$ cat config.mk
export PLATFORM = sky130hd
export DESIGN_NAME = ivc_top
export DESIGN_NICKNAME = d
export VERILOG_FILES = /design/src/rtl/ivc_pkg.sv /design/src/rtl/ivc_arb.sv /design/src/rtl/ivc_cfg.sv /design/src/rtl/ivc_top.sv
export SDC_FILE = /design/constraint.sdc
export NUM_CORES = 2
export LEC_CHECK = 0
export ABC_CLOCK_PERIOD_IN_PS = 336600
export BUFFER_PORTS_ARGS = -buffer_cell sky130_fd_sc_hd__buf_4
export CAP_MARGIN = 0
export CORE_ASPECT_RATIO = 1.1
export CORE_MARGIN = 4
export CORE_UTILIZATION = 50
export DETAILED_ROUTE_END_ITERATION = 7
export PLACE_DENSITY = 0.63
export SLEW_MARGIN = 0
export SYNTH_ARGS = -nofsm -noshare
export SYNTH_HDL_FRONTEND = slang
export SYNTH_SLANG_ARGS = --single-unit
$ cat constraint.sdc
create_clock -name clk -period 336.6 [get_ports clk]
set_input_delay 16.83 -clock clk [delete_from_list [all_inputs] [get_ports clk]]
set_output_delay 16.83 -clock clk [all_outputs]
set_load 0.05 [all_outputs]
$ cat src/rtl/ivc_pkg.sv
package ivc_pkg;
  // width of an exception number
  localparam int EXC_W = 8;
  // count of system exception slots below the first peripheral
  localparam int SYS_N = 16;
  // implemented system exception numbers: 1..6, 11, 12, 14, 15
  localparam logic [15:0] SYS_IMPL = 16'hD87E;

  // urgency fixed above all programmable levels
  function automatic bit is_fixed(int k);
    return (k >= 1) && (k <= 3);
  endfunction

  // priority held in a register
  function automatic bit is_prog(int k);
    if (k >= SYS_N) return 1'b1;
    if (k >= 4) return SYS_IMPL[k];
    return 1'b0;
  endfunction

  // vector fetch byte address: one word per exception number
  function automatic logic [EXC_W+1:0] vec_addr(logic [EXC_W-1:0] n);
    return {n, 2'b00};
  endfunction
endpackage

$ cat src/rtl/ivc_arb.sv
// Picks the candidate with the smallest urgency key, lower index on ties.
module ivc_arb #(
  parameter int N     = 80,
  parameter int KEY_W = 4,
  parameter int NUM_W = 8
) (
  input  logic [N-1:0]            cand,
  input  logic [N-1:0][KEY_W-1:0] key,
  output logic                    found,
  output logic [NUM_W-1:0]        best_num,
  output logic [KEY_W-1:0]        best_key
);
  always_comb begin
    found    = 1'b0;
    best_num = '0;
    best_key = '1;
    for (int k = 0; k < N; k++) begin
      if (cand[k] && (!found || (key[k] < best_key))) begin
        found    = 1'b1;
        best_num = NUM_W'(k);
        best_key = key[k];
      end
    end
  end
endmodule

$ cat src/rtl/ivc_cfg.sv
// Enable banks, priority registers, urgency keys and the read port.
module ivc_cfg
  import ivc_pkg::*;
#(
  parameter int NUM_IRQ = 64,
  parameter int NUM_EXC = 80,
  parameter int PRIO_W  = 3,
  parameter int KEY_W   = 4,
  parameter int AW      = 9,
  parameter int DW      = 32
) (
  input  logic                          clk,
  input  logic                          rst_n,
  input  logic                          wr,
  input  logic                          rd,
  input  logic [AW-1:0]                 addr,
  input  logic [DW-1:0]                 wdata,
  output logic [DW-1:0]                 rdata,
  output logic [NUM_IRQ-1:0]            irq_en,
  output logic [NUM_EXC-1:0][KEY_W-1:0] urg_key
);
  localparam int BANK_W  = 3;
  localparam int KEY_OFS = 3;

  logic [NUM_IRQ-1:0]            en_q;
  logic [NUM_EXC-1:0][PRIO_W-1:0] prio_rd;
  logic [DW-1:0]                 rd_n;

  // addr[8]=0, addr[7:4]=0: enable banks; addr[3] picks clear over set
  wire en_sel   = wr && !addr[AW-1] && (addr[7:4] == 4'd0);
  wire prio_sel = wr && addr[AW-1];

  always_ff @(posedge clk) begin
    if (!rst_n) begin
      en_q <= '0;
    end else if (en_sel) begin
      for (int i = 0; i < NUM_IRQ; i++) begin
        if ((addr[BANK_W-1:0] == BANK_W'(i / DW)) && wdata[i % DW])
          en_q[i] <= !addr[3];
      end
    end
  end
  assign irq_en = en_q;

  for (genvar k = 0; k < NUM_EXC; k++) begin : g_src
    if (is_prog(k)) begin : g_prog
      logic [PRIO_W-1:0] p_q;
      always_ff @(posedge clk) begin
        if (!rst_n) p_q <= '0;
        else if (prio_sel && (addr[7:0] == 8'(k))) p_q <= wdata[PRIO_W-1:0];
      end
      assign prio_rd[k] = p_q;
      assign urg_key[k] = KEY_W'(p_q) + KEY_W'(KEY_OFS);
    end else if (is_fixed(k)) begin : g_fixed
      assign prio_rd[k] = '0;
      assign urg_key[k] = KEY_W'(k - 1);
    end else begin : g_none
      assign prio_rd[k] = '0;
      assign urg_key[k] = '1;
    end
  end

  always_comb begin
    rd_n = '0;
    if (!addr[AW-1]) begin
      if (addr[7:4] == 4'd0) begin
        for (int i = 0; i < NUM_IRQ; i++)
          if (addr[BANK_W-1:0] == BANK_W'(i / DW)) rd_n[i % DW] = en_q[i];
      end
    end else begin
      for (int k = 0; k < NUM_EXC; k++)
        if (addr[7:0] == 8'(k)) rd_n[PRIO_W-1:0] = prio_rd[k];
    end
  end

  always_ff @(posedge clk) begin
    if (!rst_n) rdata <= '0;
    else if (rd) rdata <= rd_n;
  end
endmodule

$ cat src/rtl/ivc_top.sv
module ivc_top
  import ivc_pkg::*;
#(
  parameter int NUM_IRQ = 64,
  parameter int PRIO_W  = 3
) (
  input  logic                 clk,
  input  logic                 rst_n,
  input  logic [15:0]          sys_req,
  input  logic [NUM_IRQ-1:0]   irq_in,
  input  logic                 cfg_wr,
  input  logic                 cfg_rd,
  input  logic [8:0]           cfg_addr,
  input  logic [31:0]          cfg_wdata,
  output logic [31:0]          cfg_rdata,
  output logic                 irq_req,
  output logic [7:0]           irq_num,
  output logic [9:0]           irq_vec,
  input  logic                 irq_ack,
  input  logic                 irq_eoi,
  output logic [7:0]           act_num
);
  localparam int NUM_EXC = SYS_N + NUM_IRQ;
  localparam int KEY_W   = $clog2((1 << PRIO_W) + 4);

  logic [NUM_IRQ-1:0]            irq_en;
  logic [NUM_EXC-1:0][KEY_W-1:0] urg_key;
  logic [NUM_EXC-1:0]            req_all, en_all, pend, active;
  logic [NUM_EXC-1:0]            acc_mask, eoi_mask;

  logic             sel_found, run_found;
  logic [EXC_W-1:0] sel_num, run_num;
  logic [KEY_W-1:0] sel_key, run_key;

  logic             req_q;
  logic [EXC_W-1:0] num_q;
  logic [KEY_W-1:0] key_q;

  // named events for the checker
  wire acc_fire = irq_ack && req_q;
  wire ret_fire = irq_eoi && run_found;

  ivc_cfg #(
    .NUM_IRQ(NUM_IRQ), .NUM_EXC(NUM_EXC), .PRIO_W(PRIO_W), .KEY_W(KEY_W),
    .AW(9), .DW(32)
  ) u_cfg (
    .clk(clk), .rst_n(rst_n), .wr(cfg_wr), .rd(cfg_rd), .addr(cfg_addr),
    .wdata(cfg_wdata), .rdata(cfg_rdata), .irq_en(irq_en), .urg_key(urg_key)
  );

  for (genvar k = 0; k < NUM_EXC; k++) begin : g_map
    if (k < SYS_N) begin : g_sys
      assign req_all[k] = sys_req[k] & SYS_IMPL[k];
      assign en_all[k]  = SYS_IMPL[k];
    end else begin : g_per
      assign req_all[k] = irq_in[k-SYS_N];
      assign en_all[k]  = irq_en[k-SYS_N];
    end
  end

  ivc_arb #(.N(NUM_EXC), .KEY_W(KEY_W), .NUM_W(EXC_W)) u_sel (
    .cand(pend & en_all), .key(urg_key),
    .found(sel_found), .best_num(sel_num), .best_key(sel_key)
  );

  ivc_arb #(.N(NUM_EXC), .KEY_W(KEY_W), .NUM_W(EXC_W)) u_run (
    .cand(active), .key(urg_key),
    .found(run_found), .best_num(run_num), .best_key(run_key)
  );

  assign acc_mask = acc_fire ? (NUM_EXC'(1) << num_q) : '0;
  assign eoi_mask = ret_fire ? (NUM_EXC'(1) << run_num) : '0;

  always_ff @(posedge clk) begin
    if (!rst_n) begin
      pend   <= '0;
      active <= '0;
    end else begin
      pend   <= (pend & ~acc_mask) | req_all;
      active <= (active & ~eoi_mask) | acc_mask;
    end
  end

  always_ff @(posedge clk) begin
    if (!rst_n) begin
      req_q <= 1'b0;
      num_q <= '0;
      key_q <= '1;
    end else begin
      req_q <= !acc_fire && sel_found && (sel_key < run_key);
      num_q <= sel_num;
      key_q <= sel_key;
    end
  end

  assign irq_req = req_q;
  assign irq_num = num_q;
  assign irq_vec = vec_addr(num_q);
  assign act_num = run_found ? run_num : '0;
endmodule

==> metrics.log <==
INFO  metric layout_worst_path_cycle_share = a little over two fifths
INFO  metric syn_avg_cell_area = 7.18 um2
INFO  metric postCtsSetupRepairBufs = 0
INFO  metric cts.sinks = between 400 and 500
INFO  metric post-place-ws = 199.84 ns
INFO  metric maxClockFrequency = 7.14 MHz
INFO  metric finalCoreUtilization = between 50% and 60%
INFO  metric p_switching = 0.0000796 W
INFO  metric pwr-share-comb = 41.8%
INFO  metric cpMostUsedCell = ha_1
INFO  metric final_common_cell = nor2_1
INFO  metric setup.worst_path.start_class = flop
INFO  metric avgViaCountPerCell = 6.60
INFO  metric timing.max_cap.violations = 0
INFO  metric routabilityCongestion = 1.00
INFO  metric number_of_gates_given_a_new_drive_strength_after_cts = 0
INFO  metric wire_length_of_the_first_global_routing_pass = 313000 um
INFO  metric layout-drive-gt1-share = 9.98%
INFO  metric design.die.area = 103000 um2
INFO  metric cts.path.max_buffers = 3
INFO  metric synth.yosys.seq_area_share = 19.2%
INFO  metric core_area = 97400 um2
INFO  metric post_synth_design_cell_area = 49100 um2
INFO  metric netlist_top_cells_area = dfxtp_1 (19%), ha_1 (11%), a21oi_1 (7.0%)
INFO  metric cts-hold-fix-buffers = 0
INFO  metric setup_repair_after_global_routing_missed_its_margin = no
INFO  metric powerDensity = roughly 3.8 nW/um2
INFO  metric final.setup.worst_slack = 196.53 ns
INFO  metric ys_seq_elements = 471
INFO  metric total_grt_overflow = 0
INFO  metric clk_transition_reported_paths = around 0.070 ns
INFO  metric power.share.clock = between 20% and 30%
INFO  metric total_length_of_routed_wires = around 210000 um
INFO  metric post-synth-top-area-fraction = 19.2%
INFO  metric finalWorstPathRequiredPeriod = 140.07 ns
INFO  metric rows = 120
INFO  metric switching_share = 39.6%
INFO  metric async_flop_share = 0%
INFO  metric worst-setup-path-type = flop to output pin
INFO  metric cts_htree_levels = 2
INFO  metric first_pass_iters = 8
INFO  metric final_net_count = 7434
INFO  metric critPathCaptureType = output pin
INFO  metric worst_ir_drop_vdd = 3.96 uV
INFO  metric cellLeakagePower = 21.7 nW
INFO  metric normalized_max_slew_margin = 15.2%
INFO  metric critical_path.max_stage_delay = 0.82 ns
INFO  metric grt_max_degree = 190
INFO  metric synthFlopType = dfxtp_1
INFO  metric yosys_warnings = 0
INFO  metric critical_path.max_fanout = 27
INFO  metric design.portCount = 186
INFO  metric routed_wire_length_per_instance = approximately 26 um
INFO  metric post_synth_num_cell_types = ~140
INFO  metric clock_latency = 0.65 ns
INFO  metric max_slew.worst_pin.slew = 1.26 ns
INFO  metric hold_slack = 0.482 ns
INFO  metric dp.final_hpwl = 170000 um
INFO  metric reg2reg_setup_slack = about 210 ns
INFO  metric maxSlewViolCount = 0
INFO  metric hold_violations = 0
INFO  metric synth_enable_flop_cells = 0
INFO  metric finalSetupViolCount = 0
INFO  metric status = complete, no violations
INFO  metric p_int = 0.000121 W
INFO  metric required = 319.77 ns
INFO  metric number_of_antenna_violations_at_the_first_check_in_global_routing = 6
INFO  metric area.growth.synth_to_final = 7.91%
INFO  metric post-route-drc-count = 0
INFO  metric netlist.top_cell.by_area = dfxtp_1
INFO  metric ant_nets = 0
INFO  metric clock-root-buffer = clkbuf_16
INFO  metric totalPowerFinal = 0.000201 W
INFO  metric critical_path.slowest_cell = a211oi_1
INFO  metric holdCritPathClass = flop to flop
INFO  metric dr.first_iter.drc_count = 5861
INFO  metric layout.cells.most_common_list = nor2_1 (791), nand2_1 (754), a21oi_1 (689)
INFO  metric chipHeight = about 340 um
INFO  metric die_w = 307 um
INFO  metric global_route.usage.total = between 30% and 40%
INFO  metric num_vias = approximately 54000
INFO  metric finalSetupTns = 0 ns
INFO  metric power_frac_seq = 28.7%
INFO  metric io_buffer_count = between 150 and 200
INFO  metric critPathArrivalTime = 123.24 ns
INFO  metric synth_cells = 6841
INFO  metric cts_tree = yes
INFO  metric numCtsBuffers = 53
INFO  metric number_of_global_route_vias_before_repair = 49700
INFO  metric worst_clock_skew = around 0.028 ns
INFO  metric initial_utilization = 50.4%
[flip-flops by register name, summed over array words and instances, names as in the netlist]
register                flops
u_cfg.irq_en               64
irq_req                     1
pend                       74
u_cfg.rdata                32
u_cfg.g_src.g_prog.p_q    213
active                     80
irq_num                     7
[final timing paths]
kind,start,end,cells past startpoint
max,u_cfg.g_src[4].g_prog.p_q[0],act_num[4],488
min,pend[75],pend[75],2
max reg2reg,u_cfg.g_src[4].g_prog.p_q[0],active[66],489
min reg2reg,pend[75],pend[75],2
[kinds of logic after synthesis]
| logic type | count (synthesis) | share of synthesized area (%) |
|---|---|---|
| AND/OR/NAND/NOR | 2474 | 23.1 |
| AO/OA/AOI/OAI | 2324 | 31.8 |
| buffers and inverters | 723 | 6.12 |
| flip-flops | 471 | 19.2 |
| adder cells (fa/ha/maj) | 459 | 11.6 |
| multiplexers | 318 | 6.98 |
| XOR/XNOR | 71 | 1.27 |
| other | 1 | 0.00764 |
[per-layer routing]
layer  track usage [%]  part of all wire (%)  up-vias
met5                 0                 0.036        -
met3              7.49                   9.2      523
met4              22.0                   6.9       10
met1              50.7                    41    25700
met2              61.6                    43     2538
li1                  -                     -    25300
[metrics by stage]
stage                     area [um2]  cells
after CTS                      53000   8184
after global placement         51300   8092
after detailed placement       51300   8092
after floorplan                49100   6845
final                          53000   8187
after global routing           53000   8184
[area by class of cell]
type | instances | area [um2]
well taps | 1281 | 1600
diodes | 3 | 7.51
flip-flops and latches | 471 | 9430
clock inverters | 22 | 250
inverters | 455 | 1720
fillers | 9645 | 44500
repair buffers | 234 | 1770
clock buffers | 70 | 1460
multi-input cells | 5651 | 36800
[cells in the mapped netlist (110+ instances only)]
cell,instances
a21o_1,123
a21oi_1,689
a31oi_1,110
clkbuf_1,197
dfxtp_1,471
ha_1,441
inv_1,453
mux2_2,175
mux2i_1,136
nand2_1,756
nand3_1,289
nor2_1,795
nor3_1,142
o21a_1,128
o21ai_0,394
[power groups by stage]
stage	Combinational (W)	Sequential (W)	Clock, W
final	0.0000840	0.0000578	0.0000593
after floorplan	0.0000582	0.0000591	0
after CTS	0.0000823	0.0000577	0.0000594
after detailed placement	0.0000816	0.0000590	0
after global routing	0.0000922	0.0000578	0.0000615
after global placement	0.0000807	0.0000589	0
[critical path: cells and delay by family, from the launching register on]
family                     cells  cell delay, ns
AOI/OAI and AO/OA            222           55.99
xor gates and xnor gates       1            0.36
adders and majority gates     72           20.58
buffers and inverters         17            2.31
DFF                            1            0.47
muxes                         54           20.47
and+or+nand+nor              122           22.18
Power figures use the tool's default switching activity.
